--- src/rtl/fetch_seq.sv ---
module fetch_seq #(
  parameter logic [31:0] RESET_ADDR = 32'h0,
  parameter logic [31:0] HI_BASE    = 32'hFFFF_0000,
  parameter int          WAIT_W     = 4,
  parameter logic [16*WAIT_W-1:0] WAIT32_TBL = 64'hFEDC_BA98_7654_3210,
  parameter logic [16*WAIT_W-1:0] WAIT16_TBL = 64'h0123_4567_89AB_CDEF
) (
  input  logic              clk,
  input  logic              rst_n,
  input  logic              hi_vec,
  input  logic [31:0]       status_in,
  output logic              fetch_req,
  output logic [31:0]       fetch_addr,
  output logic              fetch_wide,
  output logic [WAIT_W-1:0] fetch_wait,
  input  logic              fetch_ack,
  input  logic [31:0]       fetch_data,
  output logic              instr_valid,
  output logic [31:0]       instr,
  output logic [31:0]       cur_addr,
  output logic [31:0]       pc_visible,
  output logic              exec_ok,
  input  logic              advance,
  input  logic              halt_req,
  output logic              sleeping,
  input  logic              irq_req,
  input  logic              abt_req,
  output logic              mode_switch,
  output logic [4:0]        entry_mode,
  output logic [31:0]       link_addr,
  output logic [31:0]       saved_status,
  output logic [31:0]       new_status
);
  localparam logic [4:0]  MODE_IRQ = 5'h12;
  localparam logic [4:0]  MODE_ABT = 5'h17;
  localparam logic [31:0] OFS_IRQ  = 32'h18;
  localparam logic [31:0] OFS_ABT  = 32'h0C;
  localparam int          T_BIT    = 5;
  localparam int          I_BIT    = 7;

  logic        hold_q, wide_q, cur_wide_q;
  logic [31:0] next_q;

  wire flag_n = status_in[31];
  wire flag_z = status_in[30];
  wire flag_c = status_in[29];
  wire flag_v = status_in[28];
  wire masked = status_in[I_BIT];
  wire take_exc = hold_q && !masked && (irq_req || abt_req);
  wire take_abt = abt_req;
  wire [31:0] base = hi_vec ? HI_BASE : 32'h0;
  wire [3:0] widx = next_q[27:24];

  assign fetch_req   = !hold_q;
  assign fetch_addr  = next_q;
  assign fetch_wide  = wide_q;
  assign fetch_wait  = wide_q ? WAIT32_TBL[widx*WAIT_W +: WAIT_W]
                              : WAIT16_TBL[widx*WAIT_W +: WAIT_W];
  assign instr_valid = hold_q;
  assign pc_visible  = cur_addr + (cur_wide_q ? 32'd8 : 32'd4);

  logic cond_pass;
  always_comb begin
    case (instr[31:28])
      4'h0: cond_pass = flag_z;
      4'h1: cond_pass = !flag_z;
      4'h2: cond_pass = flag_c;
      4'h3: cond_pass = !flag_c;
      4'h4: cond_pass = flag_n;
      4'h5: cond_pass = !flag_n;
      4'h6: cond_pass = flag_v;
      4'h7: cond_pass = !flag_v;
      4'h8: cond_pass = flag_c && !flag_z;
      4'h9: cond_pass = flag_z || !flag_c;
      4'hA: cond_pass = flag_n == flag_v;
      4'hB: cond_pass = flag_n != flag_v;
      4'hC: cond_pass = !flag_z && (flag_n == flag_v);
      4'hD: cond_pass = flag_z || (flag_n != flag_v);
      4'hE: cond_pass = 1'b1;
      default: cond_pass = instr[27:25] == 3'b101;
    endcase
  end
  assign exec_ok = cur_wide_q ? cond_pass : 1'b1;

  always_ff @(posedge clk or negedge rst_n) begin
    if (!rst_n) begin
      hold_q       <= 1'b0;
      wide_q       <= 1'b1;
      cur_wide_q   <= 1'b1;
      next_q       <= RESET_ADDR;
      instr        <= '0;
      cur_addr     <= '0;
      sleeping     <= 1'b0;
      mode_switch  <= 1'b0;
      entry_mode   <= '0;
      link_addr    <= '0;
      saved_status <= '0;
      new_status   <= '0;
    end else begin
      mode_switch <= 1'b0;
      if (!hold_q) begin
        if (fetch_ack) begin
          hold_q     <= 1'b1;
          instr      <= fetch_data;
          cur_addr   <= next_q;
          cur_wide_q <= wide_q;
          next_q     <= next_q + (wide_q ? 32'd4 : 32'd2);
        end
      end else if (take_exc) begin
        hold_q       <= 1'b0;
        wide_q       <= 1'b1;
        sleeping     <= 1'b0;
        mode_switch  <= 1'b1;
        entry_mode   <= take_abt ? MODE_ABT : MODE_IRQ;
        next_q       <= base + (take_abt ? OFS_ABT : OFS_IRQ);
        link_addr    <= cur_addr + 32'd4;
        saved_status <= status_in;
        new_status   <= {status_in[31:I_BIT+1], 1'b1, status_in[I_BIT-1:T_BIT+1],
                         1'b0, take_abt ? MODE_ABT : MODE_IRQ};
      end else if (!sleeping) begin
        if (halt_req) begin
          sleeping <= 1'b1;
        end else if (advance) begin
          hold_q <= 1'b0;
          wide_q <= !status_in[T_BIT];
        end
      end
    end
  end
endmodule

--- config.mk ---
export PLATFORM = sky130hd
export DESIGN_NAME = fetch_seq
export DESIGN_NICKNAME = d
export VERILOG_FILES = /design/src/rtl/fetch_seq.sv
export SDC_FILE = /design/constraint.sdc
export NUM_CORES = 1
export LEC_CHECK = 0
export ABC_AREA = 1
export BUFFER_PORTS_ARGS = -buffer_cell sky130_fd_sc_hd__buf_2
export CAP_MARGIN = 20
export CORE_MARGIN = 4
export CORE_UTILIZATION = 45
export DETAILED_ROUTE_END_ITERATION = 16
export PLACE_DENSITY = 0.77
export SLEW_MARGIN = 20
export SYNTH_ARGS = -nofsm -noshare
export SYNTH_HDL_FRONTEND = slang
export SYNTH_SLANG_ARGS = --single-unit
export TNS_END_PERCENT = 1
--- constraint.sdc ---
create_clock -name clk -period 2.8 [get_ports clk]
set_input_delay 0.56 -clock clk [delete_from_list [all_inputs] [get_ports clk]]
set_output_delay 0.56 -clock clk [all_outputs]
set_load 0.01 [all_outputs]
# Word-level counts from Yosys, hierarchy flattened
# Index checks and enable logic that the tools add are counted.
# totals
register_bits,201
in_bits,72
out_inout_bits,239
word_cells,86
# op_classes
add_sub_neg,4
eq_ne,20
n_shift,2
mux,26
bitwise_logic,1
n_reduce_logical,21
# ops
op,n
$mux 32,4
$shiftx 64x7->4 const A,2
$add 32x3->32,1
$add 32x3->32 const B,1
$add 32x4->32,1
$add 32x5->32,1
$eq 4x4->1 const B,7
$eq 4x3->1 const B,4
$mux 1,16
$pmux 1 s15,1
$eq 4x2->1 const B,2
$mux 4,2
$logic_not 1->1,7
$mux 3,2
$ne 2x1->1 const B,3
$reduce_and 2->1,3
$mux 5,1
$eq 4x1->1 const B,1
$logic_and 1x1->1,4
$logic_not 4->1,1
$reduce_and 4->1,1
$reduce_bool 2->1,2
$eq 3x3->1 const B,1
$logic_or 1x1->1,3
other kinds (3),3

# Depth between registers and ports, before layout
# Gate-level depths: netlist (run 1).
# depth
word_depth,5
mapped_depth,14
depth_no_buf,13

# Least setup slack after synthesis (run 1)
# OpenSTA, ideal clock, no wires.
# synth_path
path_type,register -> output
start,reg cur_wide_q
end,out pc_visible[24]
arrival_time_ns,1.863
required_ns,2.240
setup_slack_ns,0.377
stages_incl_launch_ff,11
n_path_buf,0
path_cell_list,dfstp_2 inv_1 ha_1 fa_1 nand3_2 nor2_1 nand2_1 nor2_2 nand2_2 nor2_1 xor2_1
# synth_via
elab_chain_cells,2
# synth_rtl
item,line,text
from (decl),41,"logic hold_q, wide_q, cur_wide_q;"
from (signal assigned),106,cur_wide_q <= wide_q;
$mux 4,60,assign pc_visible = cur_addr + (cur_wide_q ? 32'd8 : 32'd4);
$add 32x4->32,60,
to (decl),21,"output logic [31:0] pc_visible,"
# Every way passes these cells.

# Worst setup path after layout (run 1)
# Same ends and word-level chain as after synthesis.

==> results of run 1 <==
-- critical path, delay by kind of cell, from the launching register on --
family                   cells  cell delay (ns)
flip-flops                   1             0.54
adder cells (fa/ha/maj)      2             0.53
AND/OR/NAND/NOR              6             0.46
buffers and inverters        2             0.20
XOR/XNOR                     1             0.13
-- sequential cells by signal (all words and copies together), names as in the netlist --
| signal | flops |
|---|---|
| cur_addr | 31 |
| cur_wide_q | 1 |
| fetch_addr | 31 |
| fetch_wide | 1 |
| instr | 32 |
| instr_valid | 1 |
| link_addr | 31 |
| mode_switch | 1 |
| new_status | 2 |
| saved_status | 32 |
| sleeping | 1 |
-- kinds of logic after synthesis --
group / after synthesis / synth area share, %
xor+xnor: 46 / 4.57
flops: 164 / 46.6
compound gates: 120 / 7.09
fa+ha+maj: 7 / 1.16
buf+inv: 183 / 9.88
other cells: 1 / 0.0426
simple gates: 642 / 30.6
-- stage by stage --
step	worst slack (ns)	total power [mW]
3_3_place_gp	0.223	8.29
5_1_grt	-0.199	11.4
3_5_place_dp	0.147	8.39
6_report	-0.0493	10.7
4_1_cts	-0.0568	10.7
2_1_floorplan	0.377	6.50
-- how the worst max path moves through the flow --
stage,endpoint,slack [ns],cells past startpoint
after global placement,pc_visible[24],0.22,11
after floorplan,pc_visible[24],0.38,10
after global routing,pc_visible[28],-0.20,10
after CTS,pc_visible[24],-0.06,11
final,pc_visible[24],-0.05,11
after detailed placement,pc_visible[24],0.15,11
-- power by group --
group          switching [mW]  internal, mW  leakage [nW]
clock                   0.992          1.25         0.265
sequential              0.925          3.18          2.06
combinational            2.65          1.68          3.59
-- final cells by class --
type | count | area [sq um]
fillers | 1804 | 7900
flip-flops and latches | 164 | 4110
multi-input cells | 822 | 3960
repair buffers | 322 | 1720
clock buffers | 18 | 439
inverters | 98 | 368
well taps | 260 | 325
clock inverters | 14 | 130
diodes | 1 | 2.50
-- layer usage --
| layer | global-route usage, % | vias up | wire length, um |
|---|---|---|---|
| met5 | 0 | - | 0 |
| met4 | 9.10 | 0 | 842 |
| met3 | 4.94 | 55 | 2190 |
| met2 | 40.4 | 411 | 13100 |
| met1 | 33.5 | 3942 | 11600 |
| li1 | - | 4125 | - |
-- Yosys cell counts, types with 6 or more instances --
cell	n	area share [%]
nand2_1	449	19
dfrtp_1	162	46
inv_1	93	4.0
nor2_1	78	3.3
o21ai_0	78	4.4
nand3_1	51	2.9
buf_4	42	3.6
xor2_1	36	3.6
a21oi_1	28	1.6
clkbuf_1	21	0.89
nand4_1	15	1.1
nor3_1	15	0.85
buf_2	13	0.74
xnor2_1	10	0.99
nor2_2	7	0.50
buf_1	6	0.26
nand2_2	6	0.43
nor2_4	6	0.77
-- layout by cell type (no fill, tap or decap), types with 3 or more instances in the layout --
cell and n:
nand3b_1 3, ha_1 4, nor2_2 9, nand2_1 446, clkinvlp_4 5, xnor2_1 9, xor2_1 36, a21oi_1 28
buf_12 4, clkbuf_16 17, clkinv_4 4, nand4_1 15, inv_2 7, dfrtp_1 160, conb_1 7, buf_2 302
nand3_1 51, nor3_1 11, nor2_1 73, nor3_4 3, buf_4 14, o21ai_0 78, inv_1 91, o21ai_1 4
nor2_4 9, nand2_2 8, nor3_2 6
-- timing repair --
| item | in CTS | in global routing |
|---|---|---|
| pin swaps | 2 | 1 |
| buffers inserted | 4 | 0 |
| resized for setup | 16 | 8 |
| endpoints found under the setup margin | 16 | 21 |
==> impl_metrics.tcl, run 1 <==
set metrics [dict create \
    clkSinkCount 164 \
    hold_viol 0 \
    tritoncts "yes" \
    numCtsBuffers 17 \
    r2r-start "fetch_wide$_DFFE_PN1P_" \
    synth_area_sq_um 8810 \
    synth-main-ff-cell "dfrtp_1" \
    gp_congestion 0.920 \
    status "finished, violations left" \
    fp.dieH_um 148 \
    crit_path_frequent_cell "nor2_4" \
    tightest_slew_ns 0.544 \
    ys_warn_count 0 \
    hold-worst-slack_ns 0.0925 \
    async_flop_share_pct 100 \
    peakVddDrop_uv 556 \
    finalNonFillerCells 1699 \
    ant_nets 0 \
    worst_slack_ns -0.0493 \
    slowest_stage "dfstp_2" \
    syn-mean-instance-area_sq_um 7.58 \
    synth-seq-area-share_pct 46.6 \
    nets 1504 \
    cp_cell_sequence "inv_2 > ha_4 > fa_2 > nand3_2 > nor2_4 > nand2_4 > nor2_4 > nand2_2 > nor2_1 > xor2_1 > buf_2" \
    ff2ff_setup_slack_ns 0.53 \
    io_buffers 303 \
    crit_start "cur_wide_q$_DFFE_PN1P_" \
    syn_inst 1163 \
    slew_headroom_pct 63.8 \
    grt_pass1_vias 7994 \
    power.leakage_nw 5.91 \
    die_x_um 148 \
    core_sq_um 19000 \
    setup_viol 7 \
    grt_usage_pct 25.0 \
    end_kind "output port" \
    cp_data_required_time_ns 2.24 \
    power_density_nw_per_um2 966 \
    hold_path_class "in2async" \
    first_iter_violations 646 \
    ys_seq_elements 164 \
    insertion_delay_ns 0.43 \
    firstDrtPassIters 5 \
    start_util_pct 46.5 \
    reg2reg_depth 11 \
    cts_hold_buf 0 \
    routed_via_density 5.02 \
    rsz0062_at_grt "yes" \
    arrival_ns 2.29 \
    final_util_pct 58.3 \
    cts_buffer_depth 2 \
    period_share_pct 102 \
    synthDistinctLibCells 43 \
    crit_type "reg2out" \
    r2r_end "fetch_addr[17]$_DFFE_PN0P_" \
    violations "setup timing" \
    crit_path_max_fanout 3 \
    wl_per_cell_um 16.3 \
    path_clk_slew_ns 0.07 \
    synth_edf_count 0 \
    final.setup.tns_ns -0.155 \
    drc_errors 0 \
    detail_route.wirelength_um 27800 \
    fmax_mhz 351 \
    dr_total_vias 8533 \
    dieArea_sq_um 21900 \
    htreeDepth 4 \
    antenna_found_initial 1 \
    clk_root_buffer_cell "clkbuf_16" \
    layout-drive-gt1-share_pct 28.6 \
    slowest_delay_ns 0.54 \
    period_needed_ns 2.85 \
    drv_cap 0 \
    worstSetupStartpointType "register" \
    ios 311 \
    grt_pass1_wl_um 43500 \
    place_area_sq_um 10400 \
    syn2layout_area_growth_pct 25.4 \
    finalInstanceArea_sq_um 11100 \
    overflow 0 \
    dp.cells 1662 \
    grt_max_degree 91 \
    drv_slew 0 \
    dp_hpwl_um 21100 \
    rows 50 \
    fin_worst_skew_ns 0.0137 \
]
No activity file was read; power rests on OpenSTA's default activity.
==> run 2, diff against run 1 <==
--- a/config.mk
+++ b/config.mk
@@ -10,6 +10,7 @@
 export CAP_MARGIN = 20
 export CORE_MARGIN = 4
 export CORE_UTILIZATION = 45
+export CTS_BUF_LIST = sky130_fd_sc_hd__clkbuf_8
 export DETAILED_ROUTE_END_ITERATION = 16
 export PLACE_DENSITY = 0.77
 export SLEW_MARGIN = 20
==> run 2 against run 1 <==
  * The run still ends with setup timing left
  * Hold slack got worse by 0.038 ns
  * Die area is the same
  * Non-clock buffer count unchanged
  * Critical path depth unchanged
  * Cell count did not move
  * Via count down 0.63%
  * Wire length is 0.72% lower
  * First-iteration DRC count decreased by 9.6%
==> impl_metrics.tcl, run 2 (synthesis results as in run 1) <==
set metrics [dict create \
    cpLargestDelayFamily "flip-flops" \
    dp_hpwl_um 21100 \
    io_buffers 303 \
    crit_path_frequent_cell "nor2_4" \
    start_util_pct 46.5 \
    insertion_delay_ns 0.46 \
    ios 311 \
    wl_met2_um 13100 \
    grt_pass1_wl_um 43100 \
    rsz0062_at_grt "yes" \
    layout-drive-gt1-share_pct 28.7 \
    p_total_mw 10.1 \
    slowest_delay_ns 0.55 \
    antenna_found_initial 1 \
    cp_cell_sequence "inv_2 > ha_4 > fa_2 > nand3_2 > nor2_4 > nand2_4 > nor2_4 > nand2_2 > nor2_1 > xor2_1 > buf_2" \
    core_sq_um 19000 \
    nets 1504 \
    syn2layout_area_growth_pct 23.4 \
    cts_hold_buf 0 \
    dr_total_vias 8479 \
    slowest_stage "dfstp_2" \
    fp.dieH_um 148 \
    drv_slew 0 \
    power_density_nw_per_um2 925 \
    highest_layer "met4" \
    hold-worst-slack_ns 0.0544 \
    crit_type "reg2out" \
    routed_via_density 4.99 \
    power.leakage_nw 5.84 \
    gp_congestion 0.920 \
    slew_headroom_pct 63.6 \
    grt_pass1_vias 7935 \
    die_x_um 148 \
    place_area_sq_um 10400 \
    arrival_ns 2.32 \
    wl_met1_um 11600 \
    tritoncts "yes" \
    cts_buffer_depth 2 \
    drc_errors 0 \
    grt_max_degree 91 \
    rows 50 \
    period_share_pct 103 \
    path_clk_slew_ns 0.09 \
    hold_path_class "in2async" \
    place_worst_setup_slack_ns 0.147 \
    largestRegisters "instr (32), saved_status (32)" \
    violations "setup timing" \
    cp_data_required_time_ns 2.24 \
    drv_cap 0 \
    first_iter_violations 584 \
    period_needed_ns 2.88 \
    grt_usage_pct 24.8 \
    fmax_mhz 348 \
    crit_buf_inv 2 \
    ant_nets 0 \
    layout_common_cells "446 x nand2_1, 302 x buf_2, 159 x dfrtp_1, 91 x inv_1, 78 x o21ai_0" \
    hold_viol 0 \
    wl_per_cell_um 16.2 \
    crit_path_max_fanout 3 \
    worstSetupStartpointType "register" \
    finalInstanceArea_sq_um 10900 \
    routed-wl-met3_um 2060 \
    status "finished, violations left" \
    detail_route.wirelength_um 27600 \
    htreeDepth 4 \
    dieArea_sq_um 21900 \
    layout.cells.most_common "nand2_1" \
    peakVddDrop_uv 414 \
    firstDrtPassIters 7 \
    overflow 0 \
    tightest_slew_ns 0.547 \
    worst_slack_ns -0.0763 \
    setup_viol 10 \
    end_kind "output port" \
    numCtsBuffers 17 \
    final_util_pct 57.4 \
    fin_worst_skew_ns 0.0180 \
    clkSinkCount 164 \
    clk_root_buffer_cell "clkbuf_8" \
]
## run 2: layout make-up
cell class                 count  area, sq um
fill                        1826         8080
sequential                   164         4110
multi-input combinational    822         3970
timing repair buffer         322         1720
inverter                      98          368
tap                          260          325
clock buffer                  18          248
clock inverter                14          130
antenna                        1         2.50
## run 2: metal layers
layer	global-route usage (%)	up-vias
met5	0	-
met4	9.65	0
met3	4.17	49
met2	40.2	374
met1	33.4	3928
li1	-	4128
## run 2: timing repair
item	4_1_cts	5_1_grt
setup buffers	4	0
pin swaps	3	0
resized for setup	19	8
endpoints found under the setup margin	19	21
hold endpoints to repair	0	0
## run 2: stage by stage
step                      std cells  TNS, ns
final                          1699   -0.435
after global routing           1699    -2.30
after CTS                      1698   -0.560
after detailed placement       1662        0
after global placement         1662        0
after floorplan                1169        0
## run 2: path summary, 6_finish.rpt
check / end / cells past startpoint / slack (ns) / startpoint
hold reg to reg: instr[12]$_DFFE_PN0P_ / 2 / 0.47 / instr[12]$_DFFE_PN0P_
hold / removal: saved_status[7]$_DFFE_PN0P_ / 1 / 0.05 / rst_n
setup reg to reg: fetch_addr[17]$_DFFE_PN0P_ / 11 / 0.53 / fetch_wide$_DFFE_PN1P_
max in group asynchronous: link_addr[20]$_DFFE_PN0P_ / 2 / 2.04 / rst_n
min in group clk: instr[7]$_DFFE_PN0P_ / 3 / 0.29 / fetch_data[7]
setup / recovery: pc_visible[24] / 11 / -0.08 / cur_wide_q$_DFFE_PN1P_
## run 2: power by group
group / leakage, nW / total, mW / internal, mW / switching, mW
logic: 3.61 / 4.32 / 1.68 / 2.64
clock network: 0.178 / 1.65 / 0.732 / 0.914
registers: 2.06 / 4.09 / 3.18 / 0.918
total: 5.84 / 10.1 / 5.59 / 4.47
==> run 3, diff against run 2 <==
--- a/config.mk
+++ b/config.mk
@@ -5,14 +5,13 @@
 export SDC_FILE = /design/constraint.sdc
 export NUM_CORES = 1
 export LEC_CHECK = 0
-export ABC_AREA = 1
 export BUFFER_PORTS_ARGS = -buffer_cell sky130_fd_sc_hd__buf_2
 export CAP_MARGIN = 20
 export CORE_MARGIN = 4
 export CORE_UTILIZATION = 45
 export CTS_BUF_LIST = sky130_fd_sc_hd__clkbuf_8
 export DETAILED_ROUTE_END_ITERATION = 16
-export PLACE_DENSITY = 0.77
+export PLACE_DENSITY = 0.78
 export SLEW_MARGIN = 20
 export SYNTH_ARGS = -nofsm -noshare
 export SYNTH_HDL_FRONTEND = slang
==> run 3 against run 2 <==
  * The run still ends with setup timing left
  * Die area decreased by 5.6%
  * Sequential share of layout area grew 1.1 points
  * First-iteration DRC count down 18%
  * Largest cell class unchanged
  * Register-to-register slack worse by 0.14 ns
  * Critical path depth is 1 lower
  * Synthesized cell count fell by 17%
==> impl_metrics.tcl, run 3 <==
set metrics [dict create \
    drv_cap 0 \
    overflow 0 \
    cts_hold_buf 0 \
    grt_pass1_vias 7216 \
    period_share_pct 105 \
    arrival_ns 2.38 \
    first_iter_violations 479 \
    ys_warn_count 0 \
    clk_root_buffer_cell "clkbuf_8" \
    grt_pass1_wl_um 38600 \
    drv_slew 0 \
    cpLargestDelayFamily "flip-flops" \
    path_clk_slew_ns 0.09 \
    detail_route.wirelength_um 24800 \
    period_needed_ns 2.94 \
    gp_congestion 0.844 \
    layout-drive-gt1-share_pct 33.4 \
    final_util_pct 58.6 \
    synth_edf_count 0 \
    insertion_delay_ns 0.45 \
    synth_compound_area_share_pct 7.38 \
    crit_path_max_fanout 3 \
    slowest_delay_ns 0.55 \
    drc_errors 0 \
    synth-seq-area-share_pct 49.5 \
    ant_nets 0 \
    clkSinkCount 164 \
    start_util_pct 46.0 \
    layout.cells.most_common "nand2_1" \
    grt_usage_pct 23.7 \
    syn2layout_area_growth_pct 27.4 \
    worstSetupStartpointType "register" \
    hold-worst-slack_ns 0.0586 \
    synthDistinctLibCells 59 \
    finalNonFillerCells 1495 \
    layout_common_cells "346 x nand2_1, 302 x buf_2, 161 x dfrtp_1, 49 x o21ai_0, 44 x buf_4" \
    tritoncts "yes" \
    violations "setup timing" \
    peakVddDrop_uv 444 \
    syn_inst 969 \
    synth_area_leaders "dfrtp_1 49%, nand2_1 16%, xnor2_1 3.7%" \
    p_total_mw 10.0 \
    async_flop_share_pct 100 \
    rsz0062_at_grt "yes" \
    wl_per_cell_um 16.6 \
    synthAdderAreaFrac_pct 1.24 \
    htreeDepth 4 \
    power.leakage_nw 5.53 \
    netlist.area_leader.share_pct 48.9 \
    synth_most_common_cell "nand2_1" \
    largestRegisters "instr (32), saved_status (32)" \
    tightest_slew_ns 0.971 \
    synthTopCellsByCount "347 x nand2_1, 162 x dfrtp_1, 49 x o21ai_0" \
    antenna_found_initial 1 \
    numCtsBuffers 17 \
    dp.cells 1454 \
    cts_buffer_depth 2 \
    rows 49 \
    core_sq_um 18000 \
    ys_seq_elements 164 \
    synth-main-ff-cell "dfrtp_1" \
    slew_headroom_pct 34.6 \
    hold_viol 0 \
    ios 311 \
    routed_via_density 5.12 \
    dieArea_sq_um 20700 \
    crit_buf_inv 3 \
    firstDrtPassIters 5 \
    crit_type "reg2out" \
    worst_slack_ns -0.139 \
    dp_hpwl_um 18300 \
    synth_top_family_by_area "simple AND/OR/NAND/NOR gates" \
    place_worst_setup_slack_ns 0.0392 \
    yosys.area_share.xor_xnor_pct 7.29 \
    fin_worst_skew_ns 0.0115 \
    die_x_um 144 \
    synth_area_sq_um 8290 \
    setup_viol 15 \
    power_density_nw_per_um2 948 \
    nets 1331 \
    synth_top_area_cell "dfrtp_1" \
    fp.dieH_um 144 \
    cp_data_required_time_ns 2.24 \
    slowest_stage "dfstp_2" \
    hold_path_class "in2async" \
    end_kind "output port" \
    syn-mean-instance-area_sq_um 8.55 \
    synthSimpleGateAreaFrac_pct 27.0 \
    fmax_mhz 340 \
    dr_total_vias 7657 \
    io_buffers 303 \
    synthMuxAreaShare_pct 0.740 \
    grt_max_degree 85 \
    cp_cell_sequence "inv_1 > ha_4 > fa_2 > nand3_4 > or2_4 > nor3_2 > buf_4 > nand3_1 > xnor2_1 > buf_2" \
    status "finished, violations left" \
]
## run 3: per-layer routing
metal | GRT usage (%) | share of wire [%]
met1 | 31.9 | 41
met5 | 0 | 0.028
met4 | 8.33 | 2.6
met3 | 5.16 | 7.6
met2 | 38.0 | 48
## run 3: logic make-up (layout without fill, tap and decap cells)
logic type               after synthesis  count (layout)
AND/OR/NAND/NOR                      515             515
adder cells (fa/ha/maj)                7               7
multiplexers                           6               6
buffers and inverters                107             397
other                                  1               8
flip-flops                           164             164
XOR/XNOR                              69              69
AO/OA/AOI/OAI                        100             100
## run 3: what timing repair did
| action | 4_1_cts | 5_1_grt |
|---|---|---|
| gates resized for setup | 17 | 16 |
| setup endpoints to repair | 24 | 24 |
| setup buffers | 6 | 2 |
| pin swaps | 5 | 9 |
## run 3: stage by stage
stage          setup TNS, ns  instance area [sq um]
6_report               -1.17                  10600
5_1_grt                -3.23                  10600
4_1_cts                -1.29                  10500
3_5_place_dp               0                   9960
3_3_place_gp               0                   9960
2_1_floorplan              0                   8310
## run 3: worst register-to-register path, stage by stage (launching register included)
cell and delay, ns:
dfstp_2 0.63, inv_1 0.06, ha_1 0.20, fa_1 0.43
nand4_1 0.35, nor3_1 0.12, a31o_2 0.26, a21oi_1 0.15
a211oi_1 0.07
## run 3: cell type report
type	instances	area, sq um
tap	229	287
fill	1631	7470
antenna	1	2.50
multi-input combinational	704	3810
clock inverter	14	126
sequential	164	4110
clock buffer	18	248
timing repair buffer	352	1930
inverter	13	48.8
## run 3: worst paths after layout
kind / startpoint / to / slack [ns] / cells past startpoint
setup reg to reg: fetch_wide$_DFFE_PN1P_ / fetch_addr[29]$_DFFE_PN0P_ / 0.39 / 8
hold reg to reg: instr[9]$_DFFE_PN0P_ / instr[9]$_DFFE_PN0P_ / 0.48 / 2
hold / removal: rst_n / instr[2]$_DFFE_PN0P_ / 0.06 / 1
setup / recovery: cur_wide_q$_DFFE_PN1P_ / pc_visible[30] / -0.14 / 10
max in group asynchronous: rst_n / fetch_wide$_DFFE_PN1P_ / 1.89 / 2
min in group clk: fetch_data[7] / instr[7]$_DFFE_PN0P_ / 0.29 / 3
## run 3: report_power, final
part	internal [mW]	leakage (nW)	total, mW	switching (mW)
logic	1.80	3.29	4.25	2.45
registers	3.18	2.06	4.09	0.910
clock network	0.736	0.190	1.67	0.932
total	5.72	5.53	10.0	4.29
